## src/rtl/conn_fanout_opener.sv

```systemverilog
module conn_fanout_opener #(
  parameter int MAX_CONN = 16,
  parameter int SID_W    = 16,
  parameter int PORT_W   = 16,
  parameter int IP_W     = 32,
  localparam int CW = $clog2(MAX_CONN + 1),
  localparam int IW = (MAX_CONN > 1) ? $clog2(MAX_CONN) : 1
) (
  input  logic              clk,
  input  logic              rst_n,
  input  logic              start,
  input  logic [CW-1:0]     conn_cnt,
  input  logic [IP_W-1:0]   dst_ip,
  input  logic [PORT_W-1:0] base_port,
  output logic              req_valid,
  input  logic              req_ready,
  output logic [IP_W-1:0]   req_ip,
  output logic [PORT_W-1:0] req_port,
  input  logic              rsp_valid,
  output logic              rsp_ready,
  input  logic              rsp_ok,
  input  logic [SID_W-1:0]  rsp_sid,
  input  logic              close_cmd,
  output logic              close_valid,
  input  logic              close_ready,
  output logic [SID_W-1:0]  close_sid,
  input  logic [IW-1:0]     tbl_idx,
  output logic [SID_W-1:0]  tbl_sid,
  output logic              busy,
  output logic              done,
  output logic [CW-1:0]     ok_count,
  output logic [CW-1:0]     fail_count
);

  typedef enum logic [1:0] {S_IDLE, S_OPEN, S_HOLD, S_CLOSE} st_t;

  st_t               st;
  logic [CW-1:0]     cnt_q, iss_n, rsp_n, ok_q, fail_q, cls_n;
  logic [IP_W-1:0]   ip_q;
  logic [PORT_W-1:0] base_q;
  logic [SID_W-1:0]  tab [MAX_CONN];
  logic [CW-1:0]     cnt_lim;

  assign cnt_lim     = (conn_cnt > CW'(MAX_CONN)) ? CW'(MAX_CONN) : conn_cnt;
  assign req_valid   = (st == S_OPEN) && (iss_n < cnt_q);
  assign req_ip      = ip_q;
  assign req_port    = base_q + PORT_W'(iss_n);
  assign rsp_ready   = (st == S_OPEN) && (rsp_n < iss_n);
  assign close_valid = (st == S_CLOSE);
  assign close_sid   = tab[cls_n[IW-1:0]];
  assign tbl_sid     = tab[tbl_idx];
  assign busy        = (st != S_IDLE);
  assign done        = (st == S_HOLD);
  assign ok_count    = ok_q;
  assign fail_count  = fail_q;

  wire req_fire = req_valid && req_ready;
  wire rsp_fire = rsp_valid && rsp_ready;
  wire cls_fire = close_valid && close_ready;

  always_ff @(posedge clk) begin
    if (!rst_n) begin
      st     <= S_IDLE;
      cnt_q  <= '0;
      iss_n  <= '0;
      rsp_n  <= '0;
      ok_q   <= '0;
      fail_q <= '0;
      cls_n  <= '0;
      ip_q   <= '0;
      base_q <= '0;
    end else begin
      case (st)
        S_IDLE: if (start) begin
          cnt_q  <= cnt_lim;
          ip_q   <= dst_ip;
          base_q <= base_port;
          iss_n  <= '0;
          rsp_n  <= '0;
          ok_q   <= '0;
          fail_q <= '0;
          st     <= (cnt_lim == '0) ? S_HOLD : S_OPEN;
        end
        S_OPEN: begin
          if (req_fire) iss_n <= iss_n + 1'b1;
          if (rsp_fire) begin
            rsp_n <= rsp_n + 1'b1;
            if (rsp_ok) ok_q <= ok_q + 1'b1;
            else        fail_q <= fail_q + 1'b1;
            if (rsp_n + 1'b1 == cnt_q) st <= S_HOLD;
          end
        end
        S_HOLD: if (close_cmd) begin
          cls_n <= '0;
          st    <= (ok_q == '0) ? S_IDLE : S_CLOSE;
        end
        S_CLOSE: if (cls_fire) begin
          cls_n <= cls_n + 1'b1;
          if (cls_n + 1'b1 == ok_q) begin
            ok_q <= '0;
            st   <= S_IDLE;
          end
        end
        default: st <= S_IDLE;
      endcase
    end
  end

  always_ff @(posedge clk)
    if (st == S_OPEN && rsp_fire && rsp_ok) tab[ok_q[IW-1:0]] <= rsp_sid;

  p_req_hold_r2: assert property (@(posedge clk) disable iff (!rst_n)
    (req_valid && !req_ready) |=> (req_valid && $stable(req_port) && $stable(req_ip)));

  p_cap_r3: assert property (@(posedge clk) disable iff (!rst_n)
    (cnt_q <= CW'(MAX_CONN)) && (iss_n <= cnt_q));

  p_tally_r4: assert property (@(posedge clk) disable iff (!rst_n)
    (st == S_OPEN) |-> (ok_q + fail_q == rsp_n));

  p_done_r6: assert property (@(posedge clk) disable iff (!rst_n)
    $rose(done) |-> (rsp_n == cnt_q));

  p_start_ignored_r7: assert property (@(posedge clk) disable iff (!rst_n)
    (busy && start) |=> $stable(cnt_q) && $stable(base_q));

  p_close_hold_r8: assert property (@(posedge clk) disable iff (!rst_n)
    (close_valid && !close_ready) |=> (close_valid && $stable(close_sid)));

  p_rsp_gate_r9: assert property (@(posedge clk) disable iff (!rst_n)
    rsp_ready |-> (iss_n != rsp_n));

endmodule

```

## config.mk

```make
export PLATFORM = sky130hd
export DESIGN_NAME = conn_fanout_opener
export DESIGN_NICKNAME = d
export VERILOG_FILES = /design/src/rtl/conn_fanout_opener.sv
export SDC_FILE = /design/constraint.sdc
export NUM_CORES = 1
export LEC_CHECK = 0
export BUFFER_PORTS_ARGS = -buffer_cell sky130_fd_sc_hd__buf_4
export CORE_UTILIZATION = 55
export CTS_CLUSTER_SIZE = 30
export DETAILED_ROUTE_END_ITERATION = 6
export PLACE_DENSITY = 0.76
export SKIP_CTS_REPAIR_TIMING = 1
export SLEW_MARGIN = 20
export SYNTH_ARGS = -nofsm -noshare
export SYNTH_HDL_FRONTEND = slang
export SYNTH_SLANG_ARGS = --single-unit
```

## constraint.sdc

```tcl
create_clock -name clk -period 8.6 [get_ports clk]
set_input_delay 1.29 -clock clk [delete_from_list [all_inputs] [get_ports clk]]
set_output_delay 1.29 -clock clk [all_outputs]
set_load 0.01 [all_outputs]
```

==> results of run 1 <==
==> cells by family (layout without fill, tap and decap cells) <==
kind of cell / after synthesis / in the layout / synth area share [%]
compound gates: 131 / 131 / 5.73
xor+xnor: 29 / 29 / 1.60
fa+ha+maj: 22 / 22 / 1.78
buf+inv: 83 / 280 / 2.14
flops: 340 / 340 / 59.0
mux: 163 / 163 / 22.9
simple gates: 236 / 236 / 6.83
==> cells in the mapped netlist, types with 4 or more instances <==
master      n
edfxtp_1  256
mux4_2    160
nand2_1   136
dfxtp_1    84
a21boi_0   58
clkbuf_1   41
nor2_1     29
a21oi_1    21
ha_1       21
o21ai_0    20
xnor2_1    19
inv_1      18
buf_2      17
nand3_1    14
or3_1      12
xor2_1     10
and3_1      7
nand4_1     7
a21o_1      6
buf_1       6
nand3b_1    5
nor4b_1     5
nor2b_1     4
nor3_1      4
o21a_1      4
o21ai_1     4
==> worst paths after layout <==
kind / startpoint / to / slack (ns) / cells past startpoint
max: tbl_idx[0] / tbl_sid[14] / 3.46 / 5
min: req_ip[7] / req_ip[7] / 0.46 / 2
max reg2reg: st[0] / tab[3][11] / 4.97 / 5
min reg2reg: req_ip[7] / req_ip[7] / 0.46 / 2
==> sequential cells by signal, indices dropped and copies added (netlist names), named ones only <==
| register | flops |
|---|---|
| base_q | 16 |
| cls_n | 5 |
| cnt_q | 5 |
| fail_count | 5 |
| iss_n | 5 |
| ok_count | 5 |
| req_ip | 32 |
| rsp_n | 5 |
| st | 2 |
| tab | 256 |
==> power by group through the flow <==
stage / Combinational (mW) / Sequential [mW] / Clock, mW
global placement: 0.232 / 1.83 / 0
global route: 0.257 / 1.79 / 1.56
finish: 0.237 / 1.79 / 1.48
floorplan: 0.129 / 1.83 / 0
CTS: 0.239 / 1.79 / 1.50
detailed placement: 0.237 / 1.83 / 0
==> tightest hold or removal path, stage by stage, from the launching register on <==
cell      delay [ns]
dfxtp_1         0.31
nand2_1         0.05
a21boi_0        0.06
==> layout make-up <==
cell class | count | area [µm²]
Clock buffer | 42 | 953
Fill cell | 1983 | 9330
Timing Repair Buffer | 197 | 1480
Sequential cell | 340 | 9380
Tap cell | 378 | 473
Clock inverter | 23 | 174
Multi-Input combinational cell | 581 | 6230
Inverter | 18 | 67.6
==> metal layers <==
metal / up-vias / global-route usage, %
li1: 4303 / -
met1: 5089 / 34.5
met2: 516 / 47.7
met3: 68 / 5.70
met4: 0 / 8.62
met5: - / 0
==> cells in the final DEF (no fill, tap or decap), types with 5 or more instances in the layout <==
cell type | Yosys | routed
edfxtp_1 | 256 | 256
buf_4 | 0 | 197
mux4_2 | 160 | 160
nand2_1 | 136 | 135
dfxtp_1 | 84 | 81
a21boi_0 | 58 | 58
clkbuf_16 | 0 | 36
a21oi_1 | 21 | 21
nor2_1 | 29 | 21
ha_1 | 21 | 21
o21ai_0 | 20 | 20
inv_1 | 18 | 19
xnor2_1 | 19 | 19
nand3_1 | 14 | 14
or3_1 | 12 | 12
xor2_1 | 10 | 10
nor2_2 | 0 | 8
clkinv_2 | 0 | 8
nand4_1 | 7 | 7
and3_1 | 7 | 7
a21o_1 | 6 | 6
clkinv_1 | 0 | 6
nand3b_1 | 5 | 5
==> impl_metrics.ini, run 1 <==
[status]
status = completed

[power]
switchingPower_uw = 786
clock_power_share_pct = 42.2
power_mw = 3.51
p_seq_share_pct = 51.0
intPower_mw = 2.73
switching_share_pct = 22.4
comb_power_share_pct = 6.7
ir_drop_mv = 0.155
power.density_mw_per_mm2 = 187
p_leak_nw = 6.38

[drt]
first_pass_iters = 5
wl_met3_um = 3280
wl_met1_um = 14600
top_layer_used = met4
ant_nets = 0
vias_per_cell = 6.32
routed_wl_um = 39100
post_drt_wl_per_cell_um = 24.8
drc = 0
drt_iter0_markers = 1011
dr_wl_met2_um = 20200
vias = 9976

[critical_path]
critical-path-max-stage-delay_ns = 0.69
path_cells = buf_4 > buf_4 > mux4_2 > mux4_2 > buf_4
setup.worst_path.class = in -> out
cpLargestDelayFamily = buffers and inverters
slowest_stage = buf_4
crit_buf_inv = 3
cpMostUsedCell = buf_4
cp.required_ns = 7.31
crit_arrival_ns = 3.85
startpoint_type = input port
worst-path-max-fanout = 35
worst_setup_path_end_kind = primary output

[cts]
clk_pin_slew_ns = 0.06
cts_buffer_depth = 3
clk_latency_ns = 0.53
cts_tree = yes
ctsHtreeMaxLevel = 2
numCtsBuffers = 36
cts.sinks = 340
cts_root_buffer = clkbuf_16

[placed_design]
postPlaceCellArea_mm2 = 0.0176
routabilityCongestion = 0.818
pre_cts_ws_ns = 3.43
io_buffers = 175
dpl.cell_count = 1514
dp_hpwl_um = 23000

[global_route]
antenna_found_initial = 0
grt_max_degree = 83
grt_pass1_vias = 10092
gr-total-overflow = 0
grt_pass1_wl_um = 59400
track_usage_pct = 27.4

[job]
max_cap_viol_count = 0

[timing]
setup_tns_ns = 0
max_freq_mhz = 195
final_max_slew_viol_count = 0
finalCriticalPeriod_ns = 5.14
setup_slack_ns = 3.46
final_hold_viol_count = 0
grt_setup_unrepaired = no
clock-skew-final_ns = 0.0234
max_slew_margin_pct = 27.5
hold_slack_ns = 0.464
finalCritPeriodShare_pct = 59.7
finalSetupViolations = 0
tightest_slew_ns = 1.08

[floorplanning]
core-area_mm2 = 0.0281
rows = 61
io_pins = 176
die_h_um = 172
start_util_pct = 56.5
die_area_mm2 = 0.0295
die-width_um = 172

[cells_and_area]
nets = 1277
final_cells = 1579
fin_util_pct = 66.8
drive_above_1_share_pct = 36.5
area_delta_synth_final_pct = 18.1
final_area_mm2 = 0.0188
diodes = 0

[worst_hold_path]
hold_class = reg -> reg

[logic_synthesis]
synth_fp_nets = 1107
ys_top_cells_by_area = edfxtp_1 48%, mux4_2 23%, dfxtp_1 11%
async_flop_share_pct = 0
yosys_warnings = 0
seq_area_frac_synth_pct = 59.0
syn_inst = 1004
ys.flop_type = edfxtp_1
synth-seq-cells = 340
synth_top_cell_area_share_pct = 48.4
yosysUniqueCellTypes = 53
yosysTopAreaCell = edfxtp_1
syn_area_per_cell_um2 = 15.8
synth_edf_count = 256
synthesis.area_mm2 = 0.0159
Note: power is estimated with default switching activity, not from simulation.
==> inputs of run 2 (changes only) <==
--- a/config.mk
+++ b/config.mk
@@ -5,11 +5,12 @@
 export SDC_FILE = /design/constraint.sdc
 export NUM_CORES = 1
 export LEC_CHECK = 0
+export ABC_AREA = 1
 export BUFFER_PORTS_ARGS = -buffer_cell sky130_fd_sc_hd__buf_4
-export CORE_UTILIZATION = 55
+export CORE_UTILIZATION = 54
 export CTS_CLUSTER_SIZE = 30
 export DETAILED_ROUTE_END_ITERATION = 6
-export PLACE_DENSITY = 0.76
+export PLACE_DENSITY = 0.77
 export SKIP_CTS_REPAIR_TIMING = 1
 export SLEW_MARGIN = 20
 export SYNTH_ARGS = -nofsm -noshare
==> constraint.sdc (replaced) <==
create_clock -name clk -period 4.5 [get_ports clk]
set_input_delay 0.675 -clock clk [delete_from_list [all_inputs] [get_ports clk]]
set_output_delay 0.675 -clock clk [all_outputs]
set_load 0.01 [all_outputs]
==> run 2 against run 1 <==
Worst setup slack worse by 2.4 ns. Count of clock-buffer cells in the layout up 8. Wire length up 17%. Via count up 42%. Clock power up 110%. Worst hold slack worse by 0.095 ns. Critical endpoint is now close_sid[12]. Largest cell class unchanged. Largest power group unchanged. Highest routed layer unchanged.
==> impl_metrics.ini, run 2 <==
[status]
status = completed

[logic_synthesis]
yosysTopAreaCell = edfxtp_1
synth_most_common_cell = nand2_1
synth_top_cell_area_share_pct = 46.1
yosys_warnings = 0
synth-seq-cells = 340
synth_fp_nets = 1950
async_flop_share_pct = 0
ys.flop_type = edfxtp_1
yosysUniqueCellTypes = 36
synth_edf_count = 256
syn_area_per_cell_um2 = 9.02
seq_area_frac_synth_pct = 56.2
synthesis.area_mm2 = 0.0167
ys_top_cells_by_area = edfxtp_1 46%, dfxtp_1 10%, o21ai_0 7.5%
syn_inst = 1847
yosys-top-cells-count = 267 x nand2_1, 256 x edfxtp_1, 250 x o21ai_0

[drt]
vias = 14170
drt_iter0_markers = 1731
first_pass_iters = 7
vias_per_cell = 5.93
post_drt_wl_per_cell_um = 19.1
ant_nets = 0
drc = 0
routed_wl_um = 45700

[critical_path]
setup.worst_path.class = reg -> out
cpLargestDelayFamily = flip-flops
worst_setup_path_end_kind = primary output
path_cells = buf_4 > a21oi_1 > o21ai_0 > nand3_1 > nand3_1 > nand2_1 > buf_4
cp.required_ns = 3.83
crit_arrival_ns = 2.77
crit_buf_inv = 2
critical-path-max-stage-delay_ns = 1.06
startpoint_type = register
slowest_stage = dfxtp_4
worst-path-max-fanout = 100

[cells_and_area]
final_area_mm2 = 0.0196
final_cells = 2389
nets = 2073
drive_above_1_share_pct = 15.0
area_delta_synth_final_pct = 17.8
fin_util_pct = 65.3
final_cell_mix = 267 x nand2_1, 256 x edfxtp_1, 250 x o21ai_0
final_common_cell = nand2_1
diodes = 0
largest_reg_flops = 256

[timing]
finalCritPeriodShare_pct = 76.5
clock-skew-final_ns = 0.0121
tightest_slew_ns = 1.15
max_slew_margin_pct = 23.1
setup_tns_ns = 0
final_hold_viol_count = 0
final_max_slew_viol_count = 0
finalSetupViolations = 0
finalCriticalPeriod_ns = 3.44
grt_setup_unrepaired = no
max_freq_mhz = 290

[cts]
cts_tree = yes
ctsHtreeMaxLevel = 2
numCtsBuffers = 38
cts_root_buffer = clkbuf_16
clk_latency_ns = 0.52
cts_buffer_depth = 3
cts.sinks = 340
clk_pin_slew_ns = 0.06

[floorplanning]
rows = 63
die_area_mm2 = 0.0316
core-area_mm2 = 0.0300
io_pins = 176
die-width_um = 178
start_util_pct = 55.5
die_h_um = 178

[placed_design]
dp_hpwl_um = 27800
io_buffers = 175
dpl.cell_count = 2320
routabilityCongestion = 0.853
postPlaceCellArea_mm2 = 0.0183

[global_route]
grt_pass1_wl_um = 70300
track_usage_pct = 28.9
gr-total-overflow = 0
grt_max_degree = 104
grt_pass1_vias = 13418
antenna_found_initial = 0

[job]
max_cap_viol_count = 0

[worst_hold_path]
hold_class = in -> reg

[power]
p_leak_nw = 7.70
power.density_mw_per_mm2 = 459
ir_drop_mv = 0.337
## run 2: cell types whose count changed after synthesis, moves of 105 or more
cell     previous run  this run
inv_1              18       195
o21ai_0            20       250
nand3_1            14       138
mux4_2            160         0
a21oi_1            21       221
nand2_1           136       267
nor2_1             29       134
## run 2: metal layers
layer  global-route usage [%]  up-vias  part of all wire, %
met3                     4.93      132                   10
met2                     47.4      845                   47
met5                        0        -                    0
met1                     36.9     6515                   39
met4                     14.6        0                  4.5
li1                         -     6678                    -
## run 2: layout make-up
class | count | area [µm²]
clock buffer | 50 | 1100
clock inverter | 19 | 186
fill | 2336 | 10400
inverter | 197 | 739
multi-input combinational | 1186 | 6130
sequential | 340 | 9380
tap | 390 | 488
timing repair buffer | 207 | 1610
## run 2: path summary, 6_finish.rpt
check | from | end | slack [ns] | depth (start not counted)
max | register | close_sid[12] | 1.06 | 7
min | dst_ip[25] | req_ip[25] | 0.37 | 3
max reg2reg | iss_n[1] | tab[6][6] | 1.39 | 11
min reg2reg | cls_n[4] | cls_n[4] | 0.48 | 2
## run 2: power breakdown
| part | total [mW] | switching, mW | internal [mW] |
|---|---|---|---|
| Clock | 3.18 | 1.23 | 1.95 |
| Combinational | 2.08 | 1.27 | 0.810 |
| Sequential | 3.75 | 0.226 | 3.52 |
## run 2: stage by stage
step	setup slack (ns)	hold slack, ns	power [mW]
floorplan	1.65	0.453	5.04
global placement	1.41	0.465	5.80
detailed placement	1.40	0.475	5.85
CTS	1.09	0.363	9.01
global route	0.954	0.372	9.40
finish	1.06	0.369	9.00
## run 2: logic make-up after synthesis
family | count (synthesis) | share of synthesized area (%)
AOI/OAI and AO/OA | 579 | 19.4
DFF | 340 | 56.2
xor gates and xnor gates | 18 | 0.946
and+or+nand+nor | 567 | 14.4
adders and majority gates | 22 | 1.70
buffers and inverters | 321 | 7.40
## run 2: worst register-to-register path, delay by kind of cell, from the launching register on
family / cells / cell delay, ns
AOI/OAI and AO/OA: 2 / 0.23
DFF: 1 / 0.46
adders and majority gates: 1 / 0.30
and+or+nand+nor: 5 / 1.30
buffers and inverters: 3 / 0.51
==> inputs of run 3 (changes only) <==
--- a/config.mk
+++ b/config.mk
@@ -7,10 +7,10 @@
 export LEC_CHECK = 0
 export ABC_AREA = 1
 export BUFFER_PORTS_ARGS = -buffer_cell sky130_fd_sc_hd__buf_4
-export CORE_UTILIZATION = 54
+export CORE_UTILIZATION = 55
 export CTS_CLUSTER_SIZE = 30
 export DETAILED_ROUTE_END_ITERATION = 6
-export PLACE_DENSITY = 0.77
+export PLACE_DENSITY = 0.75
 export SKIP_CTS_REPAIR_TIMING = 1
 export SLEW_MARGIN = 20
 export SYNTH_ARGS = -nofsm -noshare
==> constraint.sdc (replaced) <==
create_clock -name clk -period 3.4 [get_ports clk]
set_input_delay 0.51 -clock clk [delete_from_list [all_inputs] [get_ports clk]]
set_output_delay 0.51 -clock clk [all_outputs]
set_load 0.01 [all_outputs]
==> run 3 against run 2 <==
The run now ends with design-rule violations left. Sequential power rose by 30%. Combinational power rose by 39%. Core utilization rose by 1.1 points. Critical path depth rose by 4. Clock skew rose by 0.0015 ns. Sequential cell count did not move. Sequential share of layout area fell by 0.31 points. Via count rose by 0.97%. Worst hold slack got worse by 0.16 ns. Die area fell by 1.8%. First-iteration DRC count fell by 5.4%.
==> impl_metrics.ini, run 3 (synthesized netlist as in run 2, its figures left out) <==
[floorplanning]
die-width_um = 176
io_pins = 176
core-area_mm2 = 0.0297
start_util_pct = 56.1
rows = 63
die_h_um = 176
die_area_mm2 = 0.0310

[cells_and_area]
area.sequential_mm2 = 0.00938
drive_above_1_share_pct = 15.5
diodes = 0
final_common_cell = nand2_1
final_cells = 2400
final_area_mm2 = 0.0198
largest_reg_flops = 256
area_delta_synth_final_pct = 18.5
nets = 2084
fin_util_pct = 66.5
final_cell_mix = 267 x nand2_1, 256 x edfxtp_1, 250 x o21ai_0
fill_cells = 2335
multiInputGateArea_mm2 = 0.00611

[drt]
post_drt_wl_per_cell_um = 19.3
drt_iter0_markers = 1638
vias_per_cell = 5.96
first_pass_iters = 7
routed_wl_um = 46300
ant_nets = 0
drc = 8
vias = 14307

[critical_path]
cpMostUsedCell = nand3_1
worst_setup_path_end_kind = primary output
path_cells = ha_1 > fa_1 > nand3_1 > nand2_1 > nand2_1 > a21oi_2 > nand3_1 > nor2_1 > nand3_1 > xnor2_1 > buf_4
reg2reg_slack_ns = 0.71
cpLargestDelayFamily = simple AND/OR/NAND/NOR gates
startpoint_type = register
reg2reg_to = tab[14][11]
crit_arrival_ns = 2.59
cp.required_ns = 2.89
worst-path-max-fanout = 4
crit_start = iss_n[0]
path_depth = 11
slowest_stage = dfxtp_1
worstRegToRegCells = 11
crit_buf_inv = 1
rr_startpoint = iss_n[1]
endpoint = req_port[12]
critical-path-max-stage-delay_ns = 0.41
setup.worst_path.class = reg -> out

[timing]
grt_setup_unrepaired = no
max_freq_mhz = 323
final_hold_viol_count = 0
final_max_slew_viol_count = 0
hold_slack_ns = 0.208
max_slew_margin_pct = 43.0
setup_tns_ns = 0
clock-skew-final_ns = 0.0136
setup_slack_ns = 0.303
finalSetupViolations = 0
finalCritPeriodShare_pct = 91.1
finalCriticalPeriod_ns = 3.10
tightest_slew_ns = 0.854

[cts]
cts_root_buffer = clkbuf_16
clk_pin_slew_ns = 0.06
ctsHtreeMaxLevel = 2
cts_buffer_depth = 3
numCtsBuffers = 38
clk_latency_ns = 0.52
cts.sinks = 340
cts_tree = yes

[job]
max_cap_viol_count = 0

[power]
switchingPower_mw = 3.65
comb_power_share_pct = 24.2
p_leak_nw = 7.77
power_mw = 12.0
p_seq_share_pct = 40.6
intPower_mw = 8.35
power.density_mw_per_mm2 = 607
switching_share_pct = 30.5
clock_power_share_pct = 35.2
ir_drop_mv = 0.443

[placed_design]
routabilityCongestion = 0.880
dpl.cell_count = 2331
dp_hpwl_um = 29000
io_buffers = 175
postPlaceCellArea_mm2 = 0.0185
pre_cts_ws_ns = 0.733

[status]
status = finished, violations left
violations = design-rule violations

[global_route]
grt_pass1_vias = 13786
track_usage_pct = 29.7
grt_max_degree = 72
grt_pass1_wl_um = 72100
antenna_found_initial = 0
gr-total-overflow = 0

[worst_hold_path]
hold_class = in -> reg
holdPathStages = 3
[run 3: changes by cell type in the layout (fill, tap and decap cells not counted), moves of 2 or more]
| cell | delta |
|---|---|
| clkinv_1 | -3 |
| buf_4 | +5 |
| clkbuf_16 | -3 |
| clkbuf_1 | +3 |
| nor2_4 | -4 |
| nor2_2 | +4 |
| bufinv_16 | +2 |
| buf_12 | +6 |
[run 3: per-layer routing]
layer / GRT usage [%] / wire length (µm) / vias up
met3: 6.46 / 4550 / 132
met4: 12.5 / 1720 / 0
met5: 0 / 0 / -
met2: 49.7 / 22100 / 840
li1: - / - / 6719
met1: 37.0 / 17900 / 6616
[run 3: how the worst min path moves through the flow]
stage          startpoint  slack [ns]    endpoint
2_1_floorplan    cls_n[4]        0.45    cls_n[4]
4_1_cts        dst_ip[10]        0.19  req_ip[10]
6_report       dst_ip[10]        0.21  req_ip[10]
3_3_place_gp     cls_n[4]        0.46    cls_n[4]
5_1_grt        dst_ip[15]        0.20  req_ip[15]
3_5_place_dp     cls_n[4]        0.48    cls_n[4]
[run 3: power groups by stage]
| stage | combinational [mW] | clock [mW] | sequential [mW] |
|---|---|---|---|
| 6_report | 2.90 | 4.22 | 4.88 |
| 5_1_grt | 3.18 | 4.42 | 4.90 |
| 4_1_cts | 2.88 | 4.26 | 4.88 |
| 3_5_place_dp | 2.85 | 0 | 4.96 |
| 3_3_place_gp | 2.80 | 0 | 4.95 |
| 2_1_floorplan | 1.77 | 0 | 4.91 |
[run 3: area by class of cell]
cell class                 count  area share [%]
sequential                   340            47.5
multi-input combinational   1186            30.9
timing repair buffer         218            8.94
clock buffer                  49            5.18
inverter                     197            3.74
tap                          390            2.47
clock inverter                20            1.28
[run 3: worst min-delay path: cells and delay by family]
kind                   cells  cell delay [ns]
buffers and inverters      1             0.08
and+or+nand+nor            2             0.11
